**src/rtl/led_i2c_pkg.sv**
```systemverilog
package led_i2c_pkg;
  localparam int BYTE_W = 8;
  localparam int CODE_W = 7;
  localparam int CNT_W  = 4;

  typedef enum logic [2:0] {
    ST_IDLE,
    ST_ADDR,
    ST_PTR,
    ST_DATA,
    ST_SKIP
  } rx_state_t;

  typedef struct packed {
    logic              sw;
    logic [CODE_W-1:0] code;
  } chan_reg_t;
endpackage

```
**src/rtl/i2c_line_sync.sv**
```systemverilog
module i2c_line_sync #(
  parameter int STAGES = 2
) (
  input  logic clk,
  input  logic rst_n,
  input  logic scl_i,
  input  logic sda_i,
  output logic sda_s,
  output logic scl_rise,
  output logic scl_fall,
  output logic start_det,
  output logic stop_det
);
  localparam int NLINES = 2;

  logic [NLINES-1:0] raw;
  logic [NLINES-1:0] synced;
  logic [NLINES-1:0] prev;

  assign raw = {sda_i, scl_i};

  for (genvar l = 0; l < NLINES; l++) begin : g_line
    logic [STAGES-1:0] chain;
    always_ff @(posedge clk or negedge rst_n) begin
      if (!rst_n) begin
        chain   <= '1;
        prev[l] <= 1'b1;
      end else begin
        chain   <= {chain[STAGES-2:0], raw[l]};
        prev[l] <= chain[STAGES-1];
      end
    end
    assign synced[l] = chain[STAGES-1];
  end

  logic scl_s, scl_d, sda_d;
  assign scl_s = synced[0];
  assign sda_s = synced[1];
  assign scl_d = prev[0];
  assign sda_d = prev[1];

  assign scl_rise  = scl_s & ~scl_d;
  assign scl_fall  = ~scl_s & scl_d;
  assign start_det = scl_s & scl_d & sda_d & ~sda_s;
  assign stop_det  = scl_s & scl_d & ~sda_d & sda_s;
endmodule

```
**src/rtl/i2c_wr_engine.sv**
```systemverilog
module i2c_wr_engine
  import led_i2c_pkg::*;
#(
  parameter logic [6:0] DEV_ADDR = 7'b1110101,
  parameter int         REG_AW   = 8
) (
  input  logic              clk,
  input  logic              rst_n,
  input  logic              sda_bit,
  input  logic              scl_rise,
  input  logic              scl_fall,
  input  logic              start_det,
  input  logic              stop_det,
  output logic              sda_pull,
  output logic              wr_stb,
  output logic [REG_AW-1:0] wr_addr,
  output logic [BYTE_W-1:0] wr_data,
  output logic              ignoring
);
  localparam logic [BYTE_W-1:0] ADDR_WR = {DEV_ADDR, 1'b0};
  localparam logic [CNT_W-1:0]  FULL    = CNT_W'(BYTE_W);
  localparam logic [REG_AW-1:0] PTR_MAX = '1;

  rx_state_t         st;
  logic [BYTE_W-1:0] sh;
  logic [CNT_W-1:0]  cnt;
  logic              ack_ph;
  logic [REG_AW-1:0] ptr;
  logic              receiving;

  assign receiving = (st == ST_ADDR) || (st == ST_PTR) || (st == ST_DATA);
  assign ignoring  = (st == ST_SKIP);

  always_ff @(posedge clk or negedge rst_n) begin
    if (!rst_n) begin
      st       <= ST_IDLE;
      sh       <= '0;
      cnt      <= '0;
      ack_ph   <= 1'b0;
      ptr      <= '0;
      sda_pull <= 1'b0;
      wr_stb   <= 1'b0;
      wr_addr  <= '0;
      wr_data  <= '0;
    end else begin
      wr_stb <= 1'b0;
      if (stop_det) begin
        st       <= ST_IDLE;
        sda_pull <= 1'b0;
        ack_ph   <= 1'b0;
        cnt      <= '0;
      end else if (start_det) begin
        st       <= ST_ADDR;
        sda_pull <= 1'b0;
        ack_ph   <= 1'b0;
        cnt      <= '0;
      end else if (scl_rise && !ack_ph && receiving) begin
        sh  <= {sh[BYTE_W-2:0], sda_bit};
        cnt <= cnt + 1'b1;
      end else if (scl_fall) begin
        if (ack_ph) begin
          sda_pull <= 1'b0;
          ack_ph   <= 1'b0;
          cnt      <= '0;
        end else if (cnt == FULL) begin
          unique case (st)
            ST_ADDR: begin
              if (sh == ADDR_WR) begin
                sda_pull <= 1'b1;
                ack_ph   <= 1'b1;
                st       <= ST_PTR;
              end else begin
                st <= ST_SKIP;
              end
            end
            ST_PTR: begin
              ptr      <= REG_AW'(sh);
              sda_pull <= 1'b1;
              ack_ph   <= 1'b1;
              st       <= ST_DATA;
            end
            ST_DATA: begin
              wr_stb   <= 1'b1;
              wr_addr  <= ptr;
              wr_data  <= sh;
              if (ptr != PTR_MAX) ptr <= ptr + 1'b1;
              sda_pull <= 1'b1;
              ack_ph   <= 1'b1;
            end
            default: ;
          endcase
        end
      end
    end
  end
endmodule

```
**src/rtl/led_chan_bank.sv**
```systemverilog
module led_chan_bank
  import led_i2c_pkg::*;
#(
  parameter int N_CH   = 3,
  parameter int REG_AW = 8
) (
  input  logic                   clk,
  input  logic                   rst_n,
  input  logic                   wr_stb,
  input  logic [REG_AW-1:0]      wr_addr,
  input  logic [BYTE_W-1:0]      wr_data,
  input  logic                   led_en,
  input  logic                   stby_n,
  output logic [N_CH*CODE_W-1:0] code_o,
  output logic [N_CH-1:0]        act_o
);
  chan_reg_t wdat;
  logic      gate;

  assign wdat = chan_reg_t'(wr_data);
  assign gate = led_en & stby_n;

  for (genvar i = 0; i < N_CH; i++) begin : g_ch
    chan_reg_t ch;
    always_ff @(posedge clk or negedge rst_n) begin
      if (!rst_n) begin
        ch       <= '0;
        act_o[i] <= 1'b0;
      end else begin
        if (wr_stb && wr_addr == REG_AW'(i)) ch <= wdat;
        act_o[i] <= ch.sw & gate;
      end
    end
    assign code_o[i*CODE_W +: CODE_W] = ch.code;
  end
endmodule

```
**src/rtl/rgb_led_i2c_target.sv**
```systemverilog
module rgb_led_i2c_target
  import led_i2c_pkg::*;
#(
  parameter logic [6:0] DEV_ADDR    = 7'b1110101,
  parameter int         N_CH        = 3,
  parameter int         REG_AW      = 8,
  parameter int         SYNC_STAGES = 2
) (
  input  logic                   clk,
  input  logic                   rst_n,
  input  logic                   scl_i,
  input  logic                   sda_i,
  output logic                   sda_pull_o,
  input  logic                   led_en_i,
  input  logic                   stby_n_i,
  output logic [N_CH*CODE_W-1:0] ch_code_o,
  output logic [N_CH-1:0]        ch_act_o
);
  logic              sda_s, scl_rise, scl_fall, start_det, stop_det;
  logic              wr_stb, ignoring;
  logic [REG_AW-1:0] wr_addr;
  logic [BYTE_W-1:0] wr_data;

  i2c_line_sync #(.STAGES(SYNC_STAGES)) u_sync (
    .clk(clk), .rst_n(rst_n), .scl_i(scl_i), .sda_i(sda_i),
    .sda_s(sda_s), .scl_rise(scl_rise), .scl_fall(scl_fall),
    .start_det(start_det), .stop_det(stop_det)
  );

  i2c_wr_engine #(.DEV_ADDR(DEV_ADDR), .REG_AW(REG_AW)) u_eng (
    .clk(clk), .rst_n(rst_n), .sda_bit(sda_s), .scl_rise(scl_rise),
    .scl_fall(scl_fall), .start_det(start_det), .stop_det(stop_det),
    .sda_pull(sda_pull_o), .wr_stb(wr_stb), .wr_addr(wr_addr),
    .wr_data(wr_data), .ignoring(ignoring)
  );

  led_chan_bank #(.N_CH(N_CH), .REG_AW(REG_AW)) u_bank (
    .clk(clk), .rst_n(rst_n), .wr_stb(wr_stb), .wr_addr(wr_addr),
    .wr_data(wr_data), .led_en(led_en_i), .stby_n(stby_n_i),
    .code_o(ch_code_o), .act_o(ch_act_o)
  );
endmodule

```
**config.mk**
```make
export PLATFORM = sky130hd
export DESIGN_NAME = rgb_led_i2c_target
export DESIGN_NICKNAME = d
export VERILOG_FILES = /design/src/rtl/led_i2c_pkg.sv /design/src/rtl/i2c_line_sync.sv /design/src/rtl/i2c_wr_engine.sv /design/src/rtl/led_chan_bank.sv /design/src/rtl/rgb_led_i2c_target.sv
export SDC_FILE = /design/constraint.sdc
export NUM_CORES = 1
export LEC_CHECK = 0
export BUFFER_PORTS_ARGS = -buffer_cell sky130_fd_sc_hd__buf_2
export CELL_PAD_IN_SITES_DETAIL_PLACEMENT = 1
export CELL_PAD_IN_SITES_GLOBAL_PLACEMENT = 2
export CORE_MARGIN = 1
export CORE_UTILIZATION = 30
export DETAILED_ROUTE_END_ITERATION = 12
export GPL_ROUTABILITY_DRIVEN = 0
export PLACE_DENSITY_LB_ADDON = 0.1
export SYNTH_ARGS = -nofsm -noshare
export SYNTH_HDL_FRONTEND = slang
export SYNTH_SLANG_ARGS = --single-unit
export TNS_END_PERCENT = 30
```
**constraint.sdc**
```tcl
create_clock -name clk -period 4.4 [get_ports clk]
set_clock_uncertainty 0.15 [all_clocks]
set_input_delay 0.44 -clock clk [delete_from_list [all_inputs] [get_ports clk]]
set_output_delay 0.44 -clock clk [all_outputs]
set_load 0.02 [all_outputs]
```
## After elaboration in Yosys (flattened, before gate mapping)

Index checks and enable logic that the tools add are counted.
W data, S select, Z words.

- Word-level logic and storage cells: 118
- Output and inout bits: 25
- Register bits after elaboration: 75
- Input port bits: 6

- Reduce and logical (&&, ||, !) cells: 25
- Bitwise operators: 19
- Multiplexer cells: 38
- Add/sub/neg operators: 2
- Equality and inequality tests: 12

Operators by type and width:

| kind | number |
|---|---|
| $mux W1 | 21 |
| $mux W3 | 7 |
| $mux W4 | 5 |
| $pmux W8 S2 | 1 |
| $reduce_bool A4 Y1 | 4 |
| $and A1 B1 Y1 | 11 |
| $reduce_and A5 Y1 | 2 |
| $add A8 B1 Y8 const B | 1 |
| $eq A8 B1 Y1 const B | 1 |
| $eq A8 B2 Y1 const B | 1 |
| $eq A8 B8 Y1 const B | 1 |
| $logic_not A8 Y1 | 1 |
| $mux W8 | 1 |
| $ne A8 B8 Y1 const B | 1 |
| $not A1 Y1 | 8 |
| $reduce_and A8 Y1 | 1 |
| $reduce_and A7 Y1 | 1 |
| $eq A3 B2 Y1 const B | 2 |
| $ne A3 B3 Y1 const B | 2 |
| $pmux W3 S2 | 1 |
| $reduce_bool A3 Y1 | 2 |
| $logic_and A1 B1 Y1 | 5 |
| $ne A5 B4 Y1 const B | 1 |
| $reduce_bool A5 Y1 | 1 |
| other kinds (11) | 14 |

## Longest topological paths before layout

Gate-level depths: netlist (run 1).

- Depth after elaboration: 9
- Depth in mapped cells: 7
- Mapped depth without buffers: 6

## Cells and area by module

A second synthesis (run 1) with hierarchy kept.

- Cell total of the unflattened synthesis: 275
- Area, all modules: 3592.2 sq um

By module, submodules not included:

| module | cells each | area an instance (sq um) | sequential area each (sq um) | instances |
|---|---|---|---|---|
| i2c_wr_engine | 182 | 2199.6 | 1051.0 | 1 |
| led_chan_bank | 83 | 1202.4 | 675.6 | 1 |
| i2c_line_sync | 10 | 190.2 | 157.7 | 1 |

## Worst setup path before layout (run 1)

Ideal clock, no wire load.

- Path type: register to register
- Start point: register u_sync.prev[0] (netlist: u_sync.scl_d)
- End point: register u_eng.ptr[0]
- Library setup time: 124 ps
- Data required time: 4126 ps
- Stages on the path, launching flop included: 5
- Clock period less this slack: 2144 ps
- Data arrival time: 1870 ps
- Slack: 2256 ps
- Path buffers: 0
- Cell sequence: dfstp_2 > or4b_4 > or3_1 > or2_1 > a211o_1

- Cells in the longest elaborated chain, start to end: 6
- Elaborated cells on any way between the ends: 14
- Classes of those cells: 11 x bitwise; 3 x reduce/logical

Ends and longest elaborated chain:

| element | RTL line | source |
|---|---|---|
| start: declaration | i2c_line_sync.sv:18 | `logic [NLINES-1:0] prev;` |
| start signal: indexed assignment | i2c_line_sync.sv:30 | `prev[l] <= chain[STAGES-1];` |
| branches (longest 5 deep; another with $and A1 B1 Y1) | -- |  |
| $reduce_and A8 Y1 (no source line) (*) | -- |  |
| end signal: assignment | i2c_wr_engine.sv:77 | `ptr <= REG_AW'(sh);` |
| end signal: assignment | i2c_wr_engine.sv:86 | `if (ptr != PTR_MAX) ptr <= ptr + 1'b1;` |
| end: declaration | i2c_wr_engine.sv:28 | `logic [REG_AW-1:0] ptr;` |

Every way passes the cells marked *.
A chain may end at the register's enable or synchronous reset.

## Final worst setup path (run 1)

- Start point: register u_eng.st[2]
- End point: register u_eng.wr_addr[4]

- Cells in the longest elaborated chain, start to end: 6
- Elaborated cells on any way between the ends: 8
- Classes of those cells: 3 x eq/ne; 1 x bitwise; 4 x reduce/logical

Ends and longest elaborated chain:

| element | RTL line | source |
|---|---|---|
| start: declaration | i2c_wr_engine.sv:24 | `rx_state_t st;` |
| start signal: assignment | i2c_wr_engine.sv:36 | `st <= ST_IDLE;` |
| start signal: assignment | i2c_wr_engine.sv:48 | `st <= ST_IDLE;` |
| start signal: assignment | i2c_wr_engine.sv:53 | `st <= ST_ADDR;` |
| $eq A3 B1 Y1 / $eq A3 B2 Y1 (equally long branches) | i2c_wr_engine.sv:31 | `assign receiving = (st == ST_ADDR) \|\| (st == ST_PTR) \|\| (st == ST_DATA);` |
| $logic_or A1 B1 Y1 (2 in series) | i2c_wr_engine.sv:31 |  |
| $logic_and A1 B1 Y1 | i2c_wr_engine.sv:57 | `end else if (scl_rise && !ack_ph && receiving) begin` |
| $not A1 Y1 (no source line) | -- |  |
| $reduce_and A7 Y1 (no source line) (*) | -- |  |
| end signal: assignment | i2c_wr_engine.sv:84 | `wr_addr <= ptr;` |
| end: declaration | i2c_wr_engine.sv:16 | `output logic [REG_AW-1:0] wr_addr,` |

Mark *: on every way between the ends. The rest lies on a longest branch, timed or not.

==> impl_results.md, run 1 <==
* Core area at 0.0105 mm2
* Routed via count at 2002
* Largest cells by area after synthesis: dfrtp_1 53%, mux2_2 17%, dfstp_2 4.8%, buf_4 4.8%, o21ai_0 1.4%
* VDD IR max at 0.169 mV
* Crit path buffers/inverters at 0
* Fin area at 0.00362 mm2
* Hold crit path type: in2reg
* Die ar. at 0.0113 mm2
* Largest net degree at the start of global routing at 76
* Die W at 106 um
* Worst EP arrival at 2.78 ns
* Logic pwr share at 7.0%
* Layout Nets at 282
* Row count at 37
* Clock network fraction of total power at 37.6%
* Critical path's top delay family: simple AND/OR/NAND/NOR gates
* Root Driver: clkbuf_8
* Vias per cell at 4.84
* DRC viols at 0
* Drt total wl at 6830 um
* Worst slew margin at 31.2%
* Resize count post-CTS at 0
* Setup CP Type: reg2reg
* Slew Limit Fails at 0
* Port-buffer cells at 30
* CP cell instances: nand3b_1 > nor2_1 > nand4_1 > mux2_2
* Final Hold Vio Count at 0
* Synth async-reset ratio at 100%
* Io pins at 31
* Critical path required time at 4.47 ns
* 1st-iter DRT viols at 36
* Clock Latency Late Sink at 0.34 ns
* Setup_tns at 0 ns
* Clock sink count at 75
* Vias in the first global route at 2192
* Sw Ratio at 26.9%
* Crit Path Max Fanout at 17
* Area leader, netlist: dfrtp_1
* Starting density of the core at 31.3%
* DPL Wire Length at 4650 um
* Die Height at 106 um
* Antenna diode count at 0
* Sequential share of power at 55.4%
* Pre-CTS setup slack at 1.57 ns
* Ratio of cells with drive above 1 in the final layout at 37.1%
* Post-CTS Hold Buffers at 0
* DRT antenna net count at 0
* WL per Instance at 16.5 um
* Leak pwr at 1.79 nW
* Synthesized cell area at 0.00328 mm2
* EDFF count, synth at 0
* Max-cap viol count at 0
* Critical path endpoint category: flop
* Initial antenna violation count at 0
* Syn avg cell area at 12.6 um2
* Clock buffer depth at 2
* Post-synth top flop: dfrtp_1
* TritonRoute pass-1 iters at 4
* Final-report setup violation count at 0
* Register area share after synthesis at 57.5%
* P_sw at 0.000387 W
* Syn. warnings at 0
* Postcts setup bufs at 0
* Int Pwr at 0.00105 W
* Worst Setup Slack, final at 1.69 ns
* First-pass GRT wire length at 11700 um
* Yosys cell types at 43
* GRT overflow at 0
* Pwr dens at 398 mW/mm2
* H-tree levels at 3
* Mapped Cells at 259
* Outcome: complete, no violations
* TritonCTS clock tree: done
* Post-synth top area share at 52.7%
* CP max stage cell: nand4_1
* RSZ-0062 raised after global routing: false
* Clk slew on worst S/H paths at 0.09 ns
* Num CTS Buffers at 9
* Worst Hold Slack at 0.0327 ns
* Synthesized net count at 268
* Layout area overhead at 10.5%
* Max incr delay on CP at 0.76 ns
* Fmax at 0.369 GHz
* Gr usage total at 13.5%
* Worst Setup Start Kind: flop
* Final period utilization at 61.6%
* Post-place instance area at 0.00342 mm2
* #FFs+latches synth at 75
* Crit path time final at 2.71 ns
* Slew @ Worst Pin at 1.02 ns
==> logic make-up (layout without fill, tap and decap cells) <==
group	after synthesis	count (layout)	share of synthesized area, %
adder cells (fa/ha/maj)	3	3	1.15
AND/OR/NAND/NOR	62	62	10.7
multiplexers	49	49	16.8
buffers and inverters	35	54	6.49
flip-flops	75	75	57.5
AO/OA/AOI/OAI	32	32	6.49
XOR/XNOR	3	3	0.802
==> cell usage in the layout (no fill, tap or decap), types with 6 or more instances in the layout <==
cell type | netlist | layout
inv_1 | 8 | 8
buf_2 | 2 | 29
clkbuf_8 | 0 | 9
nand2_1 | 10 | 10
nor2_1 | 12 | 12
mux2_2 | 48 | 48
dfrtp_1 | 69 | 69
nor3_1 | 8 | 8
o21ai_0 | 9 | 9
nand3_1 | 6 | 6
dfstp_2 | 6 | 6
==> power by group through the flow <==
| stage | Clock (W) | Combinational [W] | Sequential [W] |
|---|---|---|---|
| finish | 0.000541 | 0.000101 | 0.000798 |
| global route | 0.000593 | 0.000116 | 0.000807 |
| CTS | 0.000568 | 0.000104 | 0.000801 |
| detailed placement | 0 | 0.000103 | 0.000813 |
| global placement | 0 | 0.000102 | 0.000813 |
| floorplan | 0 | 0.0000737 | 0.000778 |
==> worst paths after layout <==
| check | start | slack [ns] | cells after the start | to |
|---|---|---|---|---|
| min in group asynchronous | rst_n | 0.08 | 1 | u_bank.code_o[11] |
| max | u_eng.st[2] | 1.69 | 4 | u_eng.wr_addr[4] |
| max in group asynchronous | rst_n | 3.38 | 1 | u_eng.ptr[3] |
| min | scl_i | 0.03 | 1 | u_sync.g_line[0].chain[0] |
| min reg2reg | u_sync.g_line[1].chain[0] | 0.20 | 0 | u_sync.g_line[1].chain[1] |
| max reg2reg | u_eng.st[2] | 1.69 | 4 | u_eng.wr_addr[4] |
==> per-layer routing <==
metal	share of wire (%)	routed length [um]	global-route usage (%)	vias up
met5	0	0	0	-
met4	0.73	50	3.52	0
met3	2.9	196	4.05	4
met2	48	3280	21.7	24
met1	48	3300	17.8	1034
li1	-	-	-	940
==> synth_stat cells, types with 6 or more instances <==
library cell,n
nand2_1,10
inv_1,8
dfrtp_1,69
mux2_2,48
buf_4,21
nor3_1,8
o21ai_0,9
nand3_1,6
nor2_1,12
dfstp_2,6
==> registers in the layout (all words and copies together), names as in the netlist <==
name	count
u_eng.wr_stb	1
u_bank.code_o	21
u_sync.sda_d	1
u_sync.g_line.chain	4
u_sync.scl_d	1
u_bank.g_ch.ch	3
u_bank.act_o	3
u_eng.sda_pull	1
u_eng.cnt	4
u_eng.ptr	8
u_eng.wr_data	8
u_eng.wr_addr	8
u_eng.ack_ph	1
u_eng.sh	8
u_eng.st	3
==> cell type report <==
type | count | area [um2]
clock inverters | 6 | 71.3
repair buffers | 30 | 153
clock buffers | 10 | 128
well taps | 136 | 170
inverters | 8 | 30.0
multi-input cells | 149 | 1180
fillers | 1170 | 6840
flip-flops and latches | 75 | 1880
==> through the flow <==
step | utilization [%] | total power [W] | std cells
floorplan | - | 0.000851 | 259
global placement | 32.7 | 0.000915 | 398
detailed placement | 32.7 | 0.000916 | 398
CTS | 34.6 | 0.00147 | 414
global route | 34.6 | 0.00152 | 414
finish | 34.6 | 0.00144 | 414
No activity file was read; power rests on OpenSTA's default activity.
==> inputs of run 2 (changes only) <==
==> constraint.sdc (replaced) <==
create_clock -name clk -period 2.65 [get_ports clk]
set_clock_uncertainty 0.15 [all_clocks]
set_input_delay 0.265 -clock clk [delete_from_list [all_inputs] [get_ports clk]]
set_output_delay 0.265 -clock clk [all_outputs]
set_load 0.02 [all_outputs]
==> run 2 against run 1 <==
Effect of this change: worst hold slack worse by 0.0035 ns; via count up 4.2%; count of clock-buffer cells in the layout down 1; final area up 3.1%; sequential power up 65%; die area unchanged; utilization up 1.1 points; non-clock buffer count up 16; cell count up 3.6%; clock power up 49%; sequential share of layout area down 1.6 points; largest cell class unchanged; highest routed layer unchanged.
==> impl_results.md, run 2 (synthesized netlist as in run 1, its figures left out) <==
* Worst Setup Start Kind: flop
* Worst Setup SP: u_sync.scl_d
* First-pass GRT wire length at 11900 um (+1.8%)
* TritonCTS clock tree: done
* DPL Wire Length at 4920 um (+5.9%)
* H-tree levels at 3 (unchanged)
* Hold_sp: led_en_i
* Max incr delay on CP at 0.57 ns (-0.19 ns)
* Fin area at 0.00373 mm2 (+3.1%)
* Critical path's top delay family: simple AND/OR/NAND/NOR gates
* Fmax at 0.433 GHz (+17%)
* Vias in the first global route at 2243 (+2.3%)
* Starting density of the core at 31.3% (unchanged)
* Logic pwr share at 7.8% (+0.8 points)
* Clock Latency Late Sink at 0.36 ns (+0.02 ns)
* Sequential share of power at 57.2% (+1.8 points)
* Gr usage total at 13.8% (+0.24 points)
* VDD IR max at 0.216 mV (+28%)
* Sw Ratio at 28.2% (+1.3 points)
* Routed via count at 2086 (+4.2%)
* Setup CP Type: reg2reg
* Crit path buffers/inverters at 1 (+1)
* Final period utilization at 87.2% (+26 points)
* DRC viols at 0 (unchanged)
* Clock sink count at 75 (unchanged)
* Setup_tns at 0 ns (unchanged)
* RSZ-0062 raised after global routing: false
* WL per Instance at 16.0 um (-3.0%)
* Largest net degree at the start of global routing at 47 (-38%)
* Row count at 37 (unchanged)
* Crit path time final at 2.31 ns (-0.401 ns)
* Worst Hold Slack at 0.0292 ns (-0.00354 ns)
* Max reg flops at 21 (unchanged)
* Outcome: complete, no violations
* Critical path required time at 2.72 ns (-1.75 ns)
* CP cell instances: or4b_4 > or3_1 > buf_4 > nor2_1 > a2bb2oi_1
* Io pins at 31 (unchanged)
* Hold crit path type: in2reg
* Clock buffer depth at 2 (unchanged)
* DRT antenna net count at 0 (unchanged)
* Antenna diode count at 0 (unchanged)
* Critical path endpoint category: flop
* Die Height at 106 um (unchanged)
* Port-buffer cells at 30 (unchanged)
* Slew Limit Fails at 0 (unchanged)
* Crit Reg-Reg Startpoint: u_sync.scl_d
* Die ar. at 0.0113 mm2 (unchanged)
* Max-cap viol count at 0 (unchanged)
* Most common cell after layout, fill and taps aside: dfrtp_1
* Worst EP arrival at 2.38 ns (-0.40 ns)
* Post-layout util at 35.7% (+1.1 points)
* Most frequent cells in the layout: 69 x dfrtp_1, 48 x mux2_2, 29 x buf_2, 12 x nor2_1, 11 x buf_4
* 1st-iter DRT viols at 50 (+39%)
* Worst slew margin at 59.3% (+28 points)
* Num CTS Buffers at 9 (unchanged)
* Initial antenna violation count at 0 (unchanged)
* Clk slew on worst S/H paths at 0.08 ns (about the same)
* TritonRoute pass-1 iters at 4 (unchanged)
* Root Driver: clkbuf_8
* Die W at 106 um (unchanged)
* Post-place instance area at 0.00351 mm2 (+2.6%)
* Final Hold Vio Count at 0 (unchanged)
* Int Pwr at 0.00165 W (+57%)
* Pwr dens at 617 mW/mm2 (+55%)
* Drt total wl at 6870 um (+0.54%)
* GRT overflow at 0 (unchanged)
* Layout Nets at 298 (+5.7%)
* Final-report setup violation count at 0 (unchanged)
* Core area at 0.0105 mm2 (unchanged)
* P_sw at 0.000648 W (+68%)
* Resize count post-CTS at 0 (unchanged)
* Clock network fraction of total power at 35.0% (-2.6 points)
* Crit Path Max Fanout at 8 (-9)
* Leak pwr at 1.86 nW (+3.6%)
* Layout area overhead at 14.0%
* Slew @ Worst Pin at 0.610 ns (-0.414 ns)
* CP max stage cell: dfstp_2
* Vias per cell at 4.86 (+0.55%)
* Ratio of cells with drive above 1 in the final layout at 38.6% (+1.5 points)
## run 2: final cells by class
cell class                      count  area [um2]
Clock buffer                        9         124
Clock inverter                      6        48.8
Fill cell                        1152        6730
Inverter                            8        30.0
Multi-Input combinational cell    149        1180
Sequential cell                    75        1880
Tap cell                          136         170
Timing Repair Buffer               46         298
## run 2: routing by layer
layer | up-vias | GRT usage (%) | routed length [um]
li1 | 976 | - | -
met1 | 1075 | 19.3 | 3450
met2 | 27 | 20.8 | 3130
met3 | 8 | 3.31 | 193
met4 | 0 | 4.70 | 96
met5 | - | 0 | 0
## run 2: path summary, 6_finish.rpt
path                       slack (ns)  cells past startpoint                   endpoint
max                              0.34                      5               u_eng.ptr[3]
min                              0.03                      2            u_bank.act_o[0]
max reg2reg                      0.34                      5               u_eng.ptr[3]
min reg2reg                      0.21                      0  u_sync.g_line[0].chain[1]
max in group asynchronous        1.37                      3  u_sync.g_line[1].chain[1]
min in group asynchronous        0.31                      2          u_bank.code_o[11]
## run 2: metrics by stage
stage	std cells	setup WS, ns	power (W)
6_report	429	0.340	0.00230
3_5_place_dp	409	0.337	0.00153
3_3_place_gp	409	0.365	0.00153
5_1_grt	429	0.192	0.00243
2_1_floorplan	259	0.506	0.00141
4_1_cts	429	0.326	0.00235
## run 2: timing repair
| item | 4_1_cts | 5_1_grt |
|---|---|---|
| buffers inserted | 0 | 0 |
| endpoints found under the hold margin | 48 | 0 |
| hold buffers | 5 | 0 |
## run 2: worst register-to-register path, stage by stage (launching register included)
cell and delay, ns:
dfstp_2 0.57, or4b_4 0.48, or3_1 0.40, buf_4 0.20, nor2_1 0.28, a2bb2oi_1 0.11
## run 2: power groups by stage
stage / clock network (W) / logic, W / registers [W]
final: 0.000806 / 0.000180 / 0.00132
after global routing: 0.000881 / 0.000211 / 0.00134
after CTS: 0.000842 / 0.000186 / 0.00132
after detailed placement: 0 / 0.000180 / 0.00135
after global placement: 0 / 0.000180 / 0.00135
after floorplan: 0 / 0.000122 / 0.00129
